--- src/rtl/bank_sel_pkg.sv ---
package bank_sel_pkg;
  localparam int unsigned PAGE_W    = 4;
  localparam int unsigned NUM_BANKS = 4;
  localparam int unsigned BANK_IDX_W = $clog2(NUM_BANKS);

  typedef enum logic {
    MAP_QUAD = 1'b0,
    MAP_WIDE = 1'b1
  } map_e;

  typedef logic [NUM_BANKS-1:0] bank_vec_t;
  typedef logic [PAGE_W-1:0]    page_t;

  // Returns 1 when page pg belongs to bank idx under map m.
  function automatic logic bank_hit(input map_e m, input page_t pg,
                                    input logic [BANK_IDX_W-1:0] idx);
    logic hit;
    hit = 1'b0;
    if (m == MAP_QUAD) begin
      hit = (pg[3:2] == 2'b00) && (pg[1:0] == idx);
    end else if (idx[1] == 1'b0) begin
      hit = (pg[3:2] == {1'b0, idx[0]});
    end else begin
      hit = (pg[3:1] == 3'b100) && (pg[0] == idx[0]);
    end
    return hit;
  endfunction
endpackage

--- src/rtl/map_mode_latch.sv ---
module map_mode_latch
  import bank_sel_pkg::*;
(
  input  logic clk,
  input  logic rst_n,
  input  logic strap_i,
  output map_e mode_o
);
  map_e mode_q;

  always_ff @(posedge clk) begin
    if (!rst_n) mode_q <= map_e'(strap_i);
  end

  assign mode_o = mode_q;

  // captured map never moves once reset has been released
  p_mode_hold_r7: assert property (@(posedge clk) disable iff (!rst_n)
    $past(rst_n) |-> $stable(mode_q));
endmodule

--- src/rtl/bank_page_decode.sv ---
module bank_page_decode
  import bank_sel_pkg::*;
(
  input  map_e      mode_i,
  input  page_t     page_i,
  output bank_vec_t hit_o,
  output logic      ram_sel_o
);
  for (genvar b = 0; b < NUM_BANKS; b++) begin : g_hit
    localparam logic [BANK_IDX_W-1:0] IDX = BANK_IDX_W'(b);
    assign hit_o[b] = bank_hit(mode_i, page_i, IDX);
  end

  assign ram_sel_o = |hit_o;
endmodule

--- src/rtl/bank_strobe_gate.sv ---
module bank_strobe_gate (
  input  logic run_i,
  input  logic hit_i,
  input  logic refresh_i,
  input  logic ras_n_i,
  input  logic cas_n_i,
  output logic ras_n_o,
  output logic cas_n_o
);
  always_comb begin
    ras_n_o = ~(run_i & ~ras_n_i & (refresh_i | hit_i));
    cas_n_o = ~(run_i & ~cas_n_i & hit_i & ~refresh_i);
  end
endmodule

--- src/rtl/dram_bank_select.sv ---
module dram_bank_select
  import bank_sel_pkg::*;
(
  input  logic                 clk,
  input  logic                 rst_n,
  input  logic                 map_strap_i,
  input  logic [PAGE_W-1:0]    addr_hi_i,
  input  logic                 ras_strobe_n_i,
  input  logic                 cas_strobe_n_i,
  input  logic                 refresh_i,
  input  logic                 write_i,
  output logic [NUM_BANKS-1:0] bank_ras_n_o,
  output logic [NUM_BANKS-1:0] bank_cas_n_o,
  output logic                 buf_en_n_o,
  output logic                 buf_dir_o
);
  map_e      mode;
  bank_vec_t hit;
  logic      ram_sel;

  map_mode_latch i_mode (
    .clk     (clk),
    .rst_n   (rst_n),
    .strap_i (map_strap_i),
    .mode_o  (mode)
  );

  bank_page_decode i_dec (
    .mode_i    (mode),
    .page_i    (addr_hi_i),
    .hit_o     (hit),
    .ram_sel_o (ram_sel)
  );

  for (genvar b = 0; b < NUM_BANKS; b++) begin : g_bank
    bank_strobe_gate i_gate (
      .run_i     (rst_n),
      .hit_i     (hit[b]),
      .refresh_i (refresh_i),
      .ras_n_i   (ras_strobe_n_i),
      .cas_n_i   (cas_strobe_n_i),
      .ras_n_o   (bank_ras_n_o[b]),
      .cas_n_o   (bank_cas_n_o[b])
    );
  end

  assign buf_en_n_o = ~(rst_n & ram_sel & ~refresh_i);
  assign buf_dir_o  = ~write_i;

  // no two banks strobed together
  p_one_bank_r4: assert property (@(posedge clk) disable iff (!rst_n)
    $countones(~bank_cas_n_o) <= 1);
  // a column strobe reaches a bank only with the buffer enabled
  p_cas_has_buf_r4: assert property (@(posedge clk) disable iff (!rst_n)
    (bank_cas_n_o != '1) |-> !buf_en_n_o);
  // refresh keeps column strobes and buffer idle
  p_refresh_quiet_r6: assert property (@(posedge clk) disable iff (!rst_n)
    refresh_i |-> ((bank_cas_n_o == '1) && buf_en_n_o));
  // refresh copies the row strobe into every bank
  p_refresh_ras_r6: assert property (@(posedge clk) disable iff (!rst_n)
    refresh_i |-> (bank_ras_n_o == {NUM_BANKS{ras_strobe_n_i}}));
  // pages above the wide map's top stay silent
  p_above_top_r3: assert property (@(posedge clk) disable iff (!rst_n)
    (mode == MAP_WIDE && addr_hi_i >= 4'd10 && !refresh_i) |->
      ((bank_ras_n_o == '1) && (bank_cas_n_o == '1) && buf_en_n_o));
  // direction follows the cycle type while the buffer is on
  p_dir_r8: assert property (@(posedge clk) disable iff (!rst_n)
    !buf_en_n_o |-> (buf_dir_o != write_i));
  // everything idle while reset is held
  always_ff @(posedge clk) begin
    if (!rst_n) begin
      p_reset_idle_r9: assert ((bank_ras_n_o == '1) && (bank_cas_n_o == '1) && buf_en_n_o);
    end
  end
endmodule

--- config.mk ---
export PLATFORM = sky130hd
export DESIGN_NAME = dram_bank_select
export DESIGN_NICKNAME = d
export VERILOG_FILES = /design/src/rtl/bank_sel_pkg.sv /design/src/rtl/map_mode_latch.sv /design/src/rtl/bank_page_decode.sv /design/src/rtl/bank_strobe_gate.sv /design/src/rtl/dram_bank_select.sv
export SDC_FILE = /design/constraint.sdc
export NUM_CORES = 1
export LEC_CHECK = 0
export BUFFER_PORTS_ARGS = -buffer_cell sky130_fd_sc_hd__buf_2
export CAP_MARGIN = 20
export CORE_AREA = 2 2 39 41
export CTS_BUF_LIST = sky130_fd_sc_hd__clkbuf_4 sky130_fd_sc_hd__clkbuf_8
export DETAILED_ROUTE_END_ITERATION = 10
export DIE_AREA = 0 0 41 43
export GPL_TIMING_DRIVEN = 0
export PLACE_DENSITY = 0.45
export SLEW_MARGIN = 20
export SYNTH_ARGS = -nofsm -noshare
export SYNTH_HDL_FRONTEND = slang
export SYNTH_SLANG_ARGS = --single-unit
--- constraint.sdc ---
create_clock -name clk -period 4.02 [get_ports clk]
set_input_delay 0.603 -clock clk [delete_from_list [all_inputs] [get_ports clk]]
set_output_delay 0.603 -clock clk [all_outputs]
set_load 0.005 [all_outputs]
* After elaboration in Yosys (flattened, before gate mapping)
Index checks and enable logic that the tools add are counted.
Word-level totals: flip-flop bits (word level) 1, bits of input ports 11, output and inout port bits 10, logic and storage cells 53
Cells by class: eq/ne operators 5, mux-type cells 4, bitwise gates (word level) 34, reductions and logical operators 9
Operators by type and width (number):
- 1-bit AND | 16
- 1-bit NOT | 14
- 1-bit logical AND | 6
- 2-bit by 1-bit == test with 1-bit output, second input constant | 2
- 2-bit == test, second input constant | 2
- 2-bit zero test | 2
- 1-bit 2-to-1 mux | 4
- 1-bit OR | 4
- 4-bit OR reduction | 1
- 3-bit == test, second input constant | 1

* Depth between registers and ports, before layout
depth after elaboration 7, mapped depth 4, mapped depth without buffers 3

* By module
A second synthesis with hierarchy kept.
Second synthesis, totals: cell total of the unflattened synthesis 29, area, all modules 232.7 um^2
By module, submodules not included:
- bank_page_decode | times used 1, cells an instance 13, area each 97.6 um^2, seq. area each 0.0 um^2
- bank_strobe_gate | times used 4, cells an instance 3, area each 22.5 um^2, seq. area each 0.0 um^2
- map_mode_latch | times used 1, cells an instance 2, area each 33.8 um^2, seq. area each 30.0 um^2
- dram_bank_select | times used 1, cells an instance 2, area each 11.3 um^2, seq. area each 0.0 um^2

* Least setup slack after synthesis
OpenSTA, ideal clock, no wires.
path type input -> output, start point in addr_hi_i[2], end point out bank_ras_n_o[1], arrival 1471 ps, slack 1946 ps, stages 4, buffers on the path 1, cells stage by stage or4b_1 > a21oi_2 > o21ai_1 > buf_4
Between the ends: cells in the longest elaborated chain, start to end 6, elaborated cells between the ends (all ways) 7
Ends and longest elaborated chain:
- from (decl) | RTL line dram_bank_select.sv:7 | input logic [PAGE_W-1:0] addr_hi_i,
- 2-bit zero test | RTL line bank_sel_pkg.sv:20 | hit = (pg[3:2] == 2'b00) && (pg[1:0] == idx);
- 1-bit logical AND | RTL line bank_sel_pkg.sv:20
- 1-bit 2-to-1 mux (*) | RTL line bank_sel_pkg.sv:19 | if (m == MAP_QUAD) begin
- 1-bit OR (*) | RTL line bank_strobe_gate.sv:11 | ras_n_o = ~(run_i & ~ras_n_i & (refresh_i | hit_i));
- 1-bit AND (*) | RTL line bank_strobe_gate.sv:11
- 1-bit NOT (*) | RTL line bank_strobe_gate.sv:11
- to (decl) | RTL line dram_bank_select.sv:12 | output logic [NUM_BANKS-1:0] bank_ras_n_o,
Every way passes the cells marked *; elsewhere a longest branch is shown, timed or not.

* Final worst setup path
start point in addr_hi_i[2], end point out bank_cas_n_o[1]
Between the ends: cells in the longest elaborated chain, start to end 6, elaborated cells between the ends (all ways) 7
Ends and longest elaborated chain:
- 2-bit zero test | RTL line bank_sel_pkg.sv:20
- 1-bit logical AND | RTL line bank_sel_pkg.sv:20
- 1-bit 2-to-1 mux (*) | RTL line bank_sel_pkg.sv:19
- 1-bit AND (*) (2 in a row) | RTL line bank_strobe_gate.sv:12 | cas_n_o = ~(run_i & ~cas_n_i & hit_i & ~refresh_i);
- 1-bit NOT (*) | RTL line bank_strobe_gate.sv:12
- to (decl) | RTL line dram_bank_select.sv:13 | output logic [NUM_BANKS-1:0] bank_cas_n_o,
Marked as above.

==> metrics.cfg <==
[timing]
min_period_over_period_pct = 58.7
relSlewSlack_pct = 69.4
worst_pin_slew_ns = 0.455
clock.fmax_mhz = 424
tns_ns = 0
setup_violations = 0
layout_setup_ws_ns = 1.66
finalHoldViolCount = 0
finalCriticalPeriod_ns = 2.36
rsz0062_at_grt = false
slew_viol_final = 0
worst_hold_slack_ns = 0.783

[power]
power.density_mw_per_mm2 = 102
vdd_drop_max_mv = 0.0724
leakagePower_nw = 0.166
design_power_total_mw = 0.0375

[clocking]
cts_resized = 0
cts_hold_buf = 0
postCtsSetupBuffers = 0
clkSlewWorstSetupHoldPaths_ns = 0

[setup_path]
path_cells = buf_2, or4b_1, a21oi_2, nand2_1, buf_4, buf_2
crit_type = in2out
cpMostUsedCell = buf_2
crit_family = simple AND/OR/NAND/NOR gates
crit_slowest_cell = or4b_1
path_max_fanout = 5
critPathLaunchType = input port
crit_path_end_kind = output port
cpPeakStageDelay_ns = 0.53
worst-path-buf-inv = 3
required_ns = 3.42
critPathArrivalTime_ns = 1.76

[detailed_routing]
vias = 291
drcViolationCount = 0
drt-initial-drc-count = 0
drt-wirelength-per-cell_um = 7.53
drtPass1Iterations = 1
postRouteAntennaNets = 0
wirelength_um = 550
routed_via_density = 3.99

[run]
maxCapViolations = 0

[place]
port_buffers = 20
dp_hpwl_um = 496
gp_congestion = 0.645
pre_cts_slack_ns = 1.65

[synth]
yosys_warnings = 0
synthCells = 37
syn_nets = 48
netlist_area_um2 = 248
ys_types = 20
avgSynthCellArea_um2 = 6.70
seq_area_frac_synth_pct = 12.1
synth_seq_cells = 1

[cells_and_area]
drive_gt1_share_pct = 52.6
syn2layout_area_growth_pct = 48.5
diodes = 0
multi_input_area_um2 = 146
largest_reg_flops = 1
register_area_um2 = 30.0
final_nets = 70
fill_cells = 154

[run_status]
status = finished clean

[floorplanning]
design.core.area_mm2 = 0.00138
dieArea_mm2 = 0.00176
die_width_um = 41
die_h_um = 43
initial_core_util_pct = 17.9
io_pins = 21
rows = 14

[grt]
overflow = 0
grt_max_degree = 8
grt_pass1_vias = 202
grt_first_pass_wirelength_um = 841
antenna_found_initial = 0
grt_usage_pct = 6.31

[hold_path]
hp-class = in2reg

-- per-layer routing --
layer  up-vias  routed length, µm  global-route usage (%)  share of wire, %
met5         -                  0                       0                 0
met3         0                 20                       0               3.6
met1       121                246                    9.58                45
li1        163                  -                       -                 -
met4         0                  0                       0                 0
met2         7                283                    10.3                51
-- cell families after synthesis --
kind of cell    count (synthesis)  synth area share [%]
simple gates                   16                  37.4
buf+inv                        11                  28.8
compound gates                  9                  21.7
flops                           1                  12.1
-- final timing paths --
kind / startpoint / endpoint / cells after the start / slack [ns]
max: addr_hi_i[2] / bank_cas_n_o[1] / 6 / 1.66
min: map_strap_i / i_mode.mode_o / 1 / 0.78
-- layout make-up --
cell class	count	area share (%)
buffer	8	16.3
inverter	3	3.06
multi-input combinational	25	39.8
sequential	1	8.16
tap	16	5.44
timing repair buffer	20	27.2
-- synth_stat cells --
| master | instances | share of area (%) |
|---|---|---|
| edfxtp_1 | 1 | 12 |
| a21oi_2 | 1 | 3.5 |
| o21ai_1 | 1 | 2.0 |
| or3b_1 | 1 | 3.5 |
| a21oi_1 | 2 | 4.0 |
| buf_4 | 8 | 24 |
| nor3_1 | 1 | 2.0 |
| or4b_1 | 1 | 4.0 |
| nor2b_1 | 1 | 2.5 |
| nor2_1 | 3 | 4.5 |
| nand3b_1 | 1 | 3.0 |
| and2b_2 | 1 | 3.5 |
| or2b_1 | 1 | 3.0 |
| o21a_1 | 1 | 3.0 |
| o21ai_0 | 2 | 4.0 |
| a31oi_1 | 2 | 5.0 |
| nand3_1 | 2 | 4.0 |
| and2_1 | 1 | 2.5 |
| nand2_1 | 3 | 4.5 |
| inv_1 | 3 | 4.5 |
-- through the flow --
stage          util [%]  cells  area, µm²
6_report           26.6     73        368
5_1_grt            26.6     73        368
4_1_cts            26.6     73        368
3_5_place_dp       26.6     73        368
3_3_place_gp       26.6     73        368
2_1_floorplan         -     37        248
-- layout by cell type, fill, tap and decap left out --
master    Yosys  routed
buf_2         0      20
buf_4         8       8
inv_1         3       3
nor2_1        3       3
nand2_1       3       3
a21oi_1       2       2
o21ai_0       2       2
nand3_1       2       2
a31oi_1       2       2
or2b_1        1       1
and2b_2       1       1
o21a_1        1       1
nor3_1        1       1
nor2b_1       1       1
or4b_1        1       1
a21oi_2       1       1
o21ai_1       1       1
or3b_1        1       1
nand3b_1      1       1
and2_1        1       1
edfxtp_1      1       1
-- power by group --
group | switching (mW) | internal (mW) | total (mW)
Sequential | 0.00112 | 0.0127 | 0.0138
Clock | 0 | 0 | 0
Combinational | 0.0107 | 0.0130 | 0.0237
Note: power is estimated with default switching activity, not from simulation.
